[src/rtl/pc_seq_pkg.sv]
package pc_seq_pkg;

    parameter int unsigned XLEN_DEF   = 32;
    parameter int unsigned DISP_W_DEF = 16;
    parameter int unsigned STEP_DEF   = 4;

    typedef enum logic {
        ADD_STEP = 1'b0,
        ADD_DISP = 1'b1
    } addend_sel_e;

endpackage

[src/rtl/pc_addend_mux.sv]
module pc_addend_mux
    import pc_seq_pkg::*;
#(
    parameter int unsigned XLEN   = XLEN_DEF,
    parameter int unsigned DISP_W = DISP_W_DEF,
    parameter int unsigned STEP   = STEP_DEF
) (
    input  addend_sel_e       sel,
    input  logic [DISP_W-1:0] disp,
    output logic [XLEN-1:0]   addend
);
    localparam int unsigned SH  = $clog2(STEP);
    localparam int unsigned EXT = XLEN - DISP_W - SH;

    logic [XLEN-1:0] disp_bytes;
    logic [XLEN-1:0] step_bytes;

    generate
        if (SH > 0) begin : g_scaled
            assign disp_bytes = {{EXT{disp[DISP_W-1]}}, disp, {SH{1'b0}}};
        end else begin : g_unscaled
            assign disp_bytes = {{EXT{disp[DISP_W-1]}}, disp};
        end
    endgenerate

    assign step_bytes = XLEN'(STEP);

    always_comb begin
        addend = (sel == ADD_DISP) ? disp_bytes : step_bytes;
    end

endmodule

[src/rtl/pc_adder.sv]
module pc_adder #(
    parameter int unsigned XLEN = 32
) (
    input  logic [XLEN-1:0] base,
    input  logic [XLEN-1:0] addend,
    output logic [XLEN-1:0] sum
);
    always_comb begin
        sum = base + addend;
    end
endmodule

[src/rtl/pc_seq_unit.sv]
module pc_seq_unit
    import pc_seq_pkg::*;
#(
    parameter int unsigned XLEN      = XLEN_DEF,
    parameter int unsigned DISP_W    = DISP_W_DEF,
    parameter int unsigned STEP      = STEP_DEF,
    parameter logic [31:0] RESET_VEC = 32'h0000_0000
) (
    input  logic              clk,
    input  logic              rst,
    input  logic              stall,
    input  logic              br_taken,
    input  logic [DISP_W-1:0] br_disp,
    output logic [XLEN-1:0]   fetch_addr,
    output logic              fetch_annul
);
    typedef struct packed {
        logic [XLEN-1:0]   pc;
        logic              annul;
        logic [DISP_W-1:0] disp;
    } seq_state_t;

    localparam seq_state_t STATE_RST = '{
        pc:    XLEN'(RESET_VEC),
        annul: 1'b0,
        disp:  '0
    };

    seq_state_t  state_q;
    seq_state_t  state_d;
    addend_sel_e sel_d;
    logic [XLEN-1:0] addend_d;
    logic [XLEN-1:0] sum_d;

    // The annulled fetch is the slot in which the stored offset uses the adder.
    always_comb begin
        sel_d = state_q.annul ? ADD_DISP : ADD_STEP;
    end

    pc_addend_mux #(
        .XLEN   (XLEN),
        .DISP_W (DISP_W),
        .STEP   (STEP)
    ) i_addend_mux (
        .sel    (sel_d),
        .disp   (state_q.disp),
        .addend (addend_d)
    );

    pc_adder #(
        .XLEN (XLEN)
    ) i_adder (
        .base   (state_q.pc),
        .addend (addend_d),
        .sum    (sum_d)
    );

    always_comb begin
        state_d = state_q;
        if (!stall) begin
            state_d.pc = sum_d;
            if (state_q.annul) begin
                state_d.annul = 1'b0;
            end else if (br_taken) begin
                state_d.annul = 1'b1;
                state_d.disp  = br_disp;
            end
        end
    end

    always_ff @(posedge clk) begin
        if (rst) begin
            state_q <= STATE_RST;
        end else begin
            state_q <= state_d;
        end
    end

    assign fetch_addr  = state_q.pc;
    assign fetch_annul = state_q.annul;

endmodule

[config.mk]
export PLATFORM = sky130hd
export DESIGN_NAME = pc_seq_unit
export DESIGN_NICKNAME = d
export VERILOG_FILES = /design/src/rtl/pc_seq_pkg.sv /design/src/rtl/pc_addend_mux.sv /design/src/rtl/pc_adder.sv /design/src/rtl/pc_seq_unit.sv
export SDC_FILE = /design/constraint.sdc
export NUM_CORES = 1
export LEC_CHECK = 0
export ABC_AREA = 1
export CAP_MARGIN = 10
export CORE_UTILIZATION = 58
export CTS_BUF_LIST = sky130_fd_sc_hd__clkbuf_8
export DETAILED_ROUTE_END_ITERATION = 10
export PLACE_DENSITY_LB_ADDON = 0.08
export SLEW_MARGIN = 5
export SYNTH_ARGS = -nofsm -noshare
export SYNTH_HDL_FRONTEND = slang
export SYNTH_SLANG_ARGS = --single-unit
[constraint.sdc]
create_clock -name clk -period 2.7 [get_ports clk]
set_input_delay 0.27 -clock clk [delete_from_list [all_inputs] [get_ports clk]]
set_output_delay 0.27 -clock clk [all_outputs]
set_load 0.03 [all_outputs]
==> metrics.yaml, run 1 <==
status: "finished with violations"
failed_checks: "design-rule violations"
fin_nets: 779
fin_tns_setup_ps: 0
coreArea_um2: 6420
setup_viol: 0
p_seq_share_pct: 45.2
grt_pass1_wl_mm: 18.4
fin_worst_skew_ps: 6.33
vias: 4435
final_common_cell: "nand2_1"
crit_required_ps: 2930
finalCritPeriodShare_pct: 93.5
path_cells: "buf_4, nand2_1, inv_1, ha_1, a21oi_1, nand2_1, a21oi_1, nand2_1, nand2_1, nand2_1, a21oi_1, o21ai_1, nand2_1, inv_1"
place_hpwl_mm: 8.57
synth_area_leaders: "dfxtp_1 24%, nand2_1 20%, inv_1 11%"
cp_common_cell: "nand2_1"
tightestPinTransition_ps: 559
swShare_pct: 36.0
tritoncts: "yes"
grt_max_degree: 27
start_kind: "flip-flop"
ant_nets: 0
crit_cells: 14
peakVddDrop_v: 0.000285
switching_power_mw: 0.626
drt_iter0_drc: 388
initial_core_util_pct: 61.0
synth_area_leader_cell: "dfxtp_1"
groute.usage.overall_pct: 31.9
setup_ws_ps: 176
hold_viol_final: 0
worstReg2RegStart: "fetch_annul"
leakage_nw: 2.58
layout_min_cycle_time_ps: 2520
area_growth_pct: 16.2
final_cell_mix: "209 x nand2_1, 117 x inv_1, 112 x nor2_1, 57 x nand3_1, 50 x clkdlybuf4s50_1"
portBuffers: 50
drv_cap: 0
cp_top_family: "simple AND/OR/NAND/NOR gates"
crit_fanout: 26
clockRootBuffer: "clkbuf_8"
synth_seq_area_share_pct: 24.0
routed_wl_mm: 11.0
powerDensity_nw_per_um2: 382
pwr-share-clk_pct: 28.6
htreeDepth: 2
max_freq_mhz: 396
ys.warnings.count: 0
hold_path_class: "flip-flop to flip-flop"
dp_slack_ps: 124
cts.path.max_buffers: 2
timing.critical_path.buf_inv: 3
gp_congestion: 1.03
rr_endpoint: "fetch_addr[23]"
busiest_layer: "met2"
met2_usage_pct: 49.9
vias_per_cell: 5.40
worstSetupEndpointType: "flip-flop"
rows: 29
slowest_delay_ps: 470
die_x_um: 84.2
synth_cells: 701
internal_power_mw: 1.11
antenna_found_initial: 0
avgRoutedWirePerCell_um: 13.4
grt_util_met1_pct: 43.9
avgSynthCellArea_um2: 5.59
crit_type: "flip-flop to flip-flop"
overflow: 0
die_height_um: 84.2
diodes: 0
clock_sinks: 47
power_frac_comb_pct: 26.1
synth.top_cell.area_share_pct: 24.0
synthesis.area_um2: 3920
clk_latency_ps: 320
cts_hold_buf: 0
rsz0062_at_grt: "no"
die_area_um2: 7090
cp_slowest_cell: "dfxtp_2"
grt_use_met3_pct: 5.70
clk_pin_slew_worst_paths_ps: 110
maxSlewHeadroom_pct: 62.7
reg2regPathDepth: 14
grt_pass1_vias: 4007
cp-startpoint: "fetch_annul"
r2r_slack_ps: 180
cts_buffers: 5
drt_pre_antenna_iters: 8
drc_errors: 6
yosysUniqueCellTypes: 28
critPathArrivalTime_ps: 2750
drv_slew: 0
drive_gt1_share_pct: 3.63
cp-endpoint: "fetch_addr[23]"
ioPinCount: 53
ys_seq_elements: 47
per-layer routing:
metal	up-vias	wire length (µm)
met4	0	376
met1	1915	4990
met3	39	993
met5	-	0
met2	235	4640
li1	2246	-
flip-flops by register name, summed over array words and instances (netlist names):
register and flops:
fetch_addr 30, state_q 16, fetch_annul 1
repair_timing:
action                     in CTS  in global routing
hold endpoints to repair        0                  0
resized for setup               0                  2
setup endpoints to repair       0                 15
buffers inserted                0                  0
cell usage after synthesis:
| cell | instances |
|---|---|
| a21o_1 | 2 |
| a21oi_1 | 31 |
| a31oi_1 | 3 |
| a41oi_1 | 2 |
| buf_1 | 1 |
| buf_2 | 3 |
| buf_4 | 5 |
| buf_6 | 2 |
| clkbuf_1 | 12 |
| conb_1 | 1 |
| dfxtp_1 | 47 |
| fa_1 | 1 |
| ha_1 | 15 |
| inv_1 | 117 |
| nand2_1 | 209 |
| nand2_2 | 4 |
| nand3_1 | 57 |
| nand3_2 | 2 |
| nand3b_1 | 3 |
| nand4_1 | 4 |
| nor2_1 | 112 |
| nor2_2 | 5 |
| nor3_1 | 1 |
| o21ai_0 | 40 |
| o21ai_1 | 3 |
| o21bai_1 | 2 |
| xnor2_1 | 1 |
| xor2_1 | 16 |
through the flow:
step	instances	util, %	hold WS, ps	area, µm²	power, mW
global route	821	70.9	519	4560	1.83
finish	821	70.9	496	4560	1.74
detailed placement	813	69.3	469	4450	1.25
CTS	821	70.8	499	4550	1.74
global placement	813	69.3	447	4450	1.24
floorplan	702	-	429	3920	1.10
cell type report:
cell class,instances,area (µm²)
repair buffers,57,553
multi-input cells,515,2420
fillers,582,1870
clock inverters,3,31.3
flip-flops and latches,47,942
well taps,77,96.3
clock buffers,5,68.8
inverters,117,439
cells by family (layout without fill, tap and decap cells):
family | count (synthesis) | in the layout | share of synthesized area, %
buf+inv | 140 | 182 | 14.4
other cells | 1 | 2 | 0.0957
xor+xnor | 17 | 17 | 3.80
flops | 47 | 47 | 24.0
compound gates | 83 | 83 | 11.1
simple gates | 397 | 397 | 41.3
fa+ha+maj | 16 | 16 | 5.30
power groups by stage:
stage / Sequential (mW) / Combinational [mW] / Clock (mW)
4_1_cts: 0.786 / 0.449 / 0.509
3_5_place_dp: 0.801 / 0.447 / 0
6_report: 0.787 / 0.454 / 0.498
5_1_grt: 0.793 / 0.503 / 0.536
2_1_floorplan: 0.853 / 0.244 / 0
3_3_place_gp: 0.799 / 0.439 / 0
worst min-delay path, cell delays in order (launching register included):
cell     delay [ps]
dfxtp_1         330
nor2_1           90
nor2_1           50
how the worst min path moves through the flow:
stage,endpoint,start,cells after the start
final,state_q[8],state_q[8],2
after global routing,state_q[13],state_q[13],2
after CTS,state_q[8],state_q[8],2
after detailed placement,state_q[0],state_q[0],2
after global placement,state_q[0],state_q[0],2
after floorplan,state_q[0],state_q[0],2
No activity file was read; power rests on OpenSTA's default activity.
==> run 2: changes to the inputs <==
--- a/config.mk
+++ b/config.mk
@@ -11,6 +11,7 @@
 export CTS_BUF_LIST = sky130_fd_sc_hd__clkbuf_8
 export DETAILED_ROUTE_END_ITERATION = 10
 export PLACE_DENSITY_LB_ADDON = 0.08
+export SKIP_LAST_GASP = 1
 export SLEW_MARGIN = 5
 export SYNTH_ARGS = -nofsm -noshare
 export SYNTH_HDL_FRONTEND = slang
==> results of run 2 <==
Final layout, timing and power as in run 1 (identical DEF).
==> run 3: changes to the inputs <==
--- a/config.mk
+++ b/config.mk
@@ -7,8 +7,7 @@
 export LEC_CHECK = 0
 export ABC_AREA = 1
 export CAP_MARGIN = 10
-export CORE_UTILIZATION = 58
-export CTS_BUF_LIST = sky130_fd_sc_hd__clkbuf_8
+export CORE_UTILIZATION = 56
 export DETAILED_ROUTE_END_ITERATION = 10
 export PLACE_DENSITY_LB_ADDON = 0.08
 export SKIP_LAST_GASP = 1
==> run 3 against run 2 <==
Against the previous run:
- final cell count grew 2.3%
- register-to-register slack about the same
- critical path type unchanged
- cell area up 0.33%
- critical path depth rose by 2
- critical endpoint is now fetch_addr[24]
- die area increased by 3.5%
- total power increased by 0.39%
- global-route usage down 0.33 points
- clock skew grew 8.9 ps
- flip-flop and latch count is the same
- largest cell class unchanged
- routed wire length increased by 2.2%
- the run still ends with design-rule violations left
- hold slack got worse by 27 ps
==> metrics.yaml, run 3 (synthesis results as in run 1) <==
setup_viol: 0  # unchanged
tritoncts: "yes"
vias: 4421  # -0.32%
maxSlewHeadroom_pct: 58.5  # -4.3 points
cts_buffers: 5  # unchanged
grt_util_met1_pct: 44.1  # +0.24 points
max_freq_mhz: 397  # +0.17%
largest_reg_flops: 30  # unchanged
crit_fanout: 14  # -46%
path_cells: "buf_4, nand2_1, inv_1, ha_1, nand2_1, inv_1, a21oi_1, nand3_1, nand2_1, nand2_1, nand2_1, nand2_1, nand2_1, nand3_1, nand2_1, inv_1"
rows: 30  # +3.4%
final_cells: 840  # +2.3%
ant_nets: 0  # unchanged
failed_checks: "design-rule violations"
tightestPinTransition_ps: 622  # +64.0 ps
portBuffers: 50  # unchanged
busiest_layer: "met2"
leakage_nw: 2.57  # -0.52%
ioPinCount: 53  # unchanged
worstSetupEndpointType: "flip-flop"
hold_path_class: "flip-flop to flip-flop"
cp_slowest_cell: "dfxtp_1"
slowest_delay_ps: 450  # -20 ps
place_hpwl_mm: 8.64  # +0.89%
avgRoutedWirePerCell_um: 13.4  # -0.12%
drt_iter0_drc: 309  # -20%
dp_slack_ps: 264  # +140 ps
setup_ws_ps: 180  # +4.40 ps
rsz0062_at_grt: "no"
drc_errors: 1  # -5
diodes: 0  # unchanged
crit_type: "flip-flop to flip-flop"
final_cell_mix: "209 x nand2_1, 117 x inv_1, 112 x nor2_1, 57 x nand3_1, 50 x clkdlybuf4s50_1"
status: "finished with violations"
post_cts_buffers: 0  # unchanged
powerDensity_nw_per_um2: 382  # about the same
die_x_um: 85.7  # +1.7%
fin_tns_setup_ps: 0  # unchanged
clk_pin_slew_worst_paths_ps: 110  # about the same
grt_pass1_vias: 3932  # -1.9%
peakVddDrop_v: 0.000257  # -9.8%
initial_core_util_pct: 57.7  # -3.3 points
layout_min_cycle_time_ps: 2520  # -4.40 ps
grt_use_met3_pct: 4.04  # -1.7 points
cts.path.max_buffers: 2  # unchanged
die_area_um2: 7340  # +3.5%
hold_viol_final: 0  # unchanged
drt_pre_antenna_iters: 8  # unchanged
antenna_found_initial: 0  # unchanged
met2_usage_pct: 50.2  # +0.26 points
finalPower_mw: 1.75  # +0.39%
gp_congestion: 0.948  # -7.8%
drv_slew: 0  # unchanged
crit_required_ps: 2920  # about the same
overflow: 0  # unchanged
placed_cells: 832  # +2.3%
vias_per_cell: 5.26  # -2.6%
clock_sinks: 47  # unchanged
fin_worst_skew_ps: 15.3  # +8.92 ps
final_util_pct: 67.3  # -3.7 points
post_cts_resized: 0  # unchanged
groute.usage.overall_pct: 31.6  # -0.33 points
start_kind: "flip-flop"
grt_max_degree: 33  # +22%
fin_nets: 779  # unchanged
coreArea_um2: 6790  # +5.8%
die_height_um: 85.7  # +1.7%
cp_common_cell: "nand2_1"
grt_pass1_wl_mm: 18.5  # +0.71%
critPathArrivalTime_ps: 2740  # about the same
drv_cap: 0  # unchanged
clockRootBuffer: "clkbuf_8"
drive_gt1_share_pct: 3.49  # -0.13 points
area_growth_pct: 16.6
htreeDepth: 2  # unchanged
cts_hold_buf: 0  # unchanged
clk_latency_ps: 320  # about the same
routed_wl_mm: 11.2  # +2.2%
finalCritPeriodShare_pct: 93.3  # -0.16 points
final_common_cell: "nand2_1"
==> run 3: cell counts in the layout (fill, tap and decap cells not counted) <==
No cell type changed its count.
==> run 3: area by class of cell <==
type | count | area (µm²)
clock buffers | 5 | 68.8
fillers | 642 | 2220
flip-flops and latches | 47 | 941
clock inverters | 3 | 28.8
repair buffers | 57 | 553
multi-input cells | 515 | 2420
inverters | 117 | 439
well taps | 96 | 120
==> run 3: critical path: cells and delay by family (launching register included) <==
family | cells | cell delay (ps)
AND/OR/NAND/NOR | 10 | 1140
flip-flops | 1 | 450
buffers and inverters | 4 | 400
adder cells (fa/ha/maj) | 1 | 260
AO/OA/AOI/OAI | 1 | 150
==> run 3: stage by stage <==
| step | hold WS [ps] | cell area, µm² |
|---|---|---|
| 2_1_floorplan | 429 | 3920 |
| 3_3_place_gp | 444 | 4470 |
| 3_5_place_dp | 448 | 4470 |
| 4_1_cts | 465 | 4570 |
| 5_1_grt | 495 | 4570 |
| 6_report | 469 | 4570 |
==> run 3: worst paths after layout <==
check,start,slack (ps),endpoint,cells past startpoint
max,fetch_annul,180,fetch_addr[24],16
min,state_q[0],470,state_q[0],2
max reg2reg,fetch_annul,180,fetch_addr[24],16
min reg2reg,state_q[0],470,state_q[0],2
==> run 3: power by group <==
part           internal (mW)  leakage, nW  switching (mW)  total (mW)
Sequential             0.742        0.388          0.0412       0.784
Clock                  0.197       0.0511           0.310       0.507
Combinational          0.172         2.13           0.284       0.456
==> run 3: metal layers <==
layer,share of wire (%),up-vias
li1,-,2237
met1,47,1941
met2,43,216
met3,7.2,27
met4,2.7,0
met5,0,-
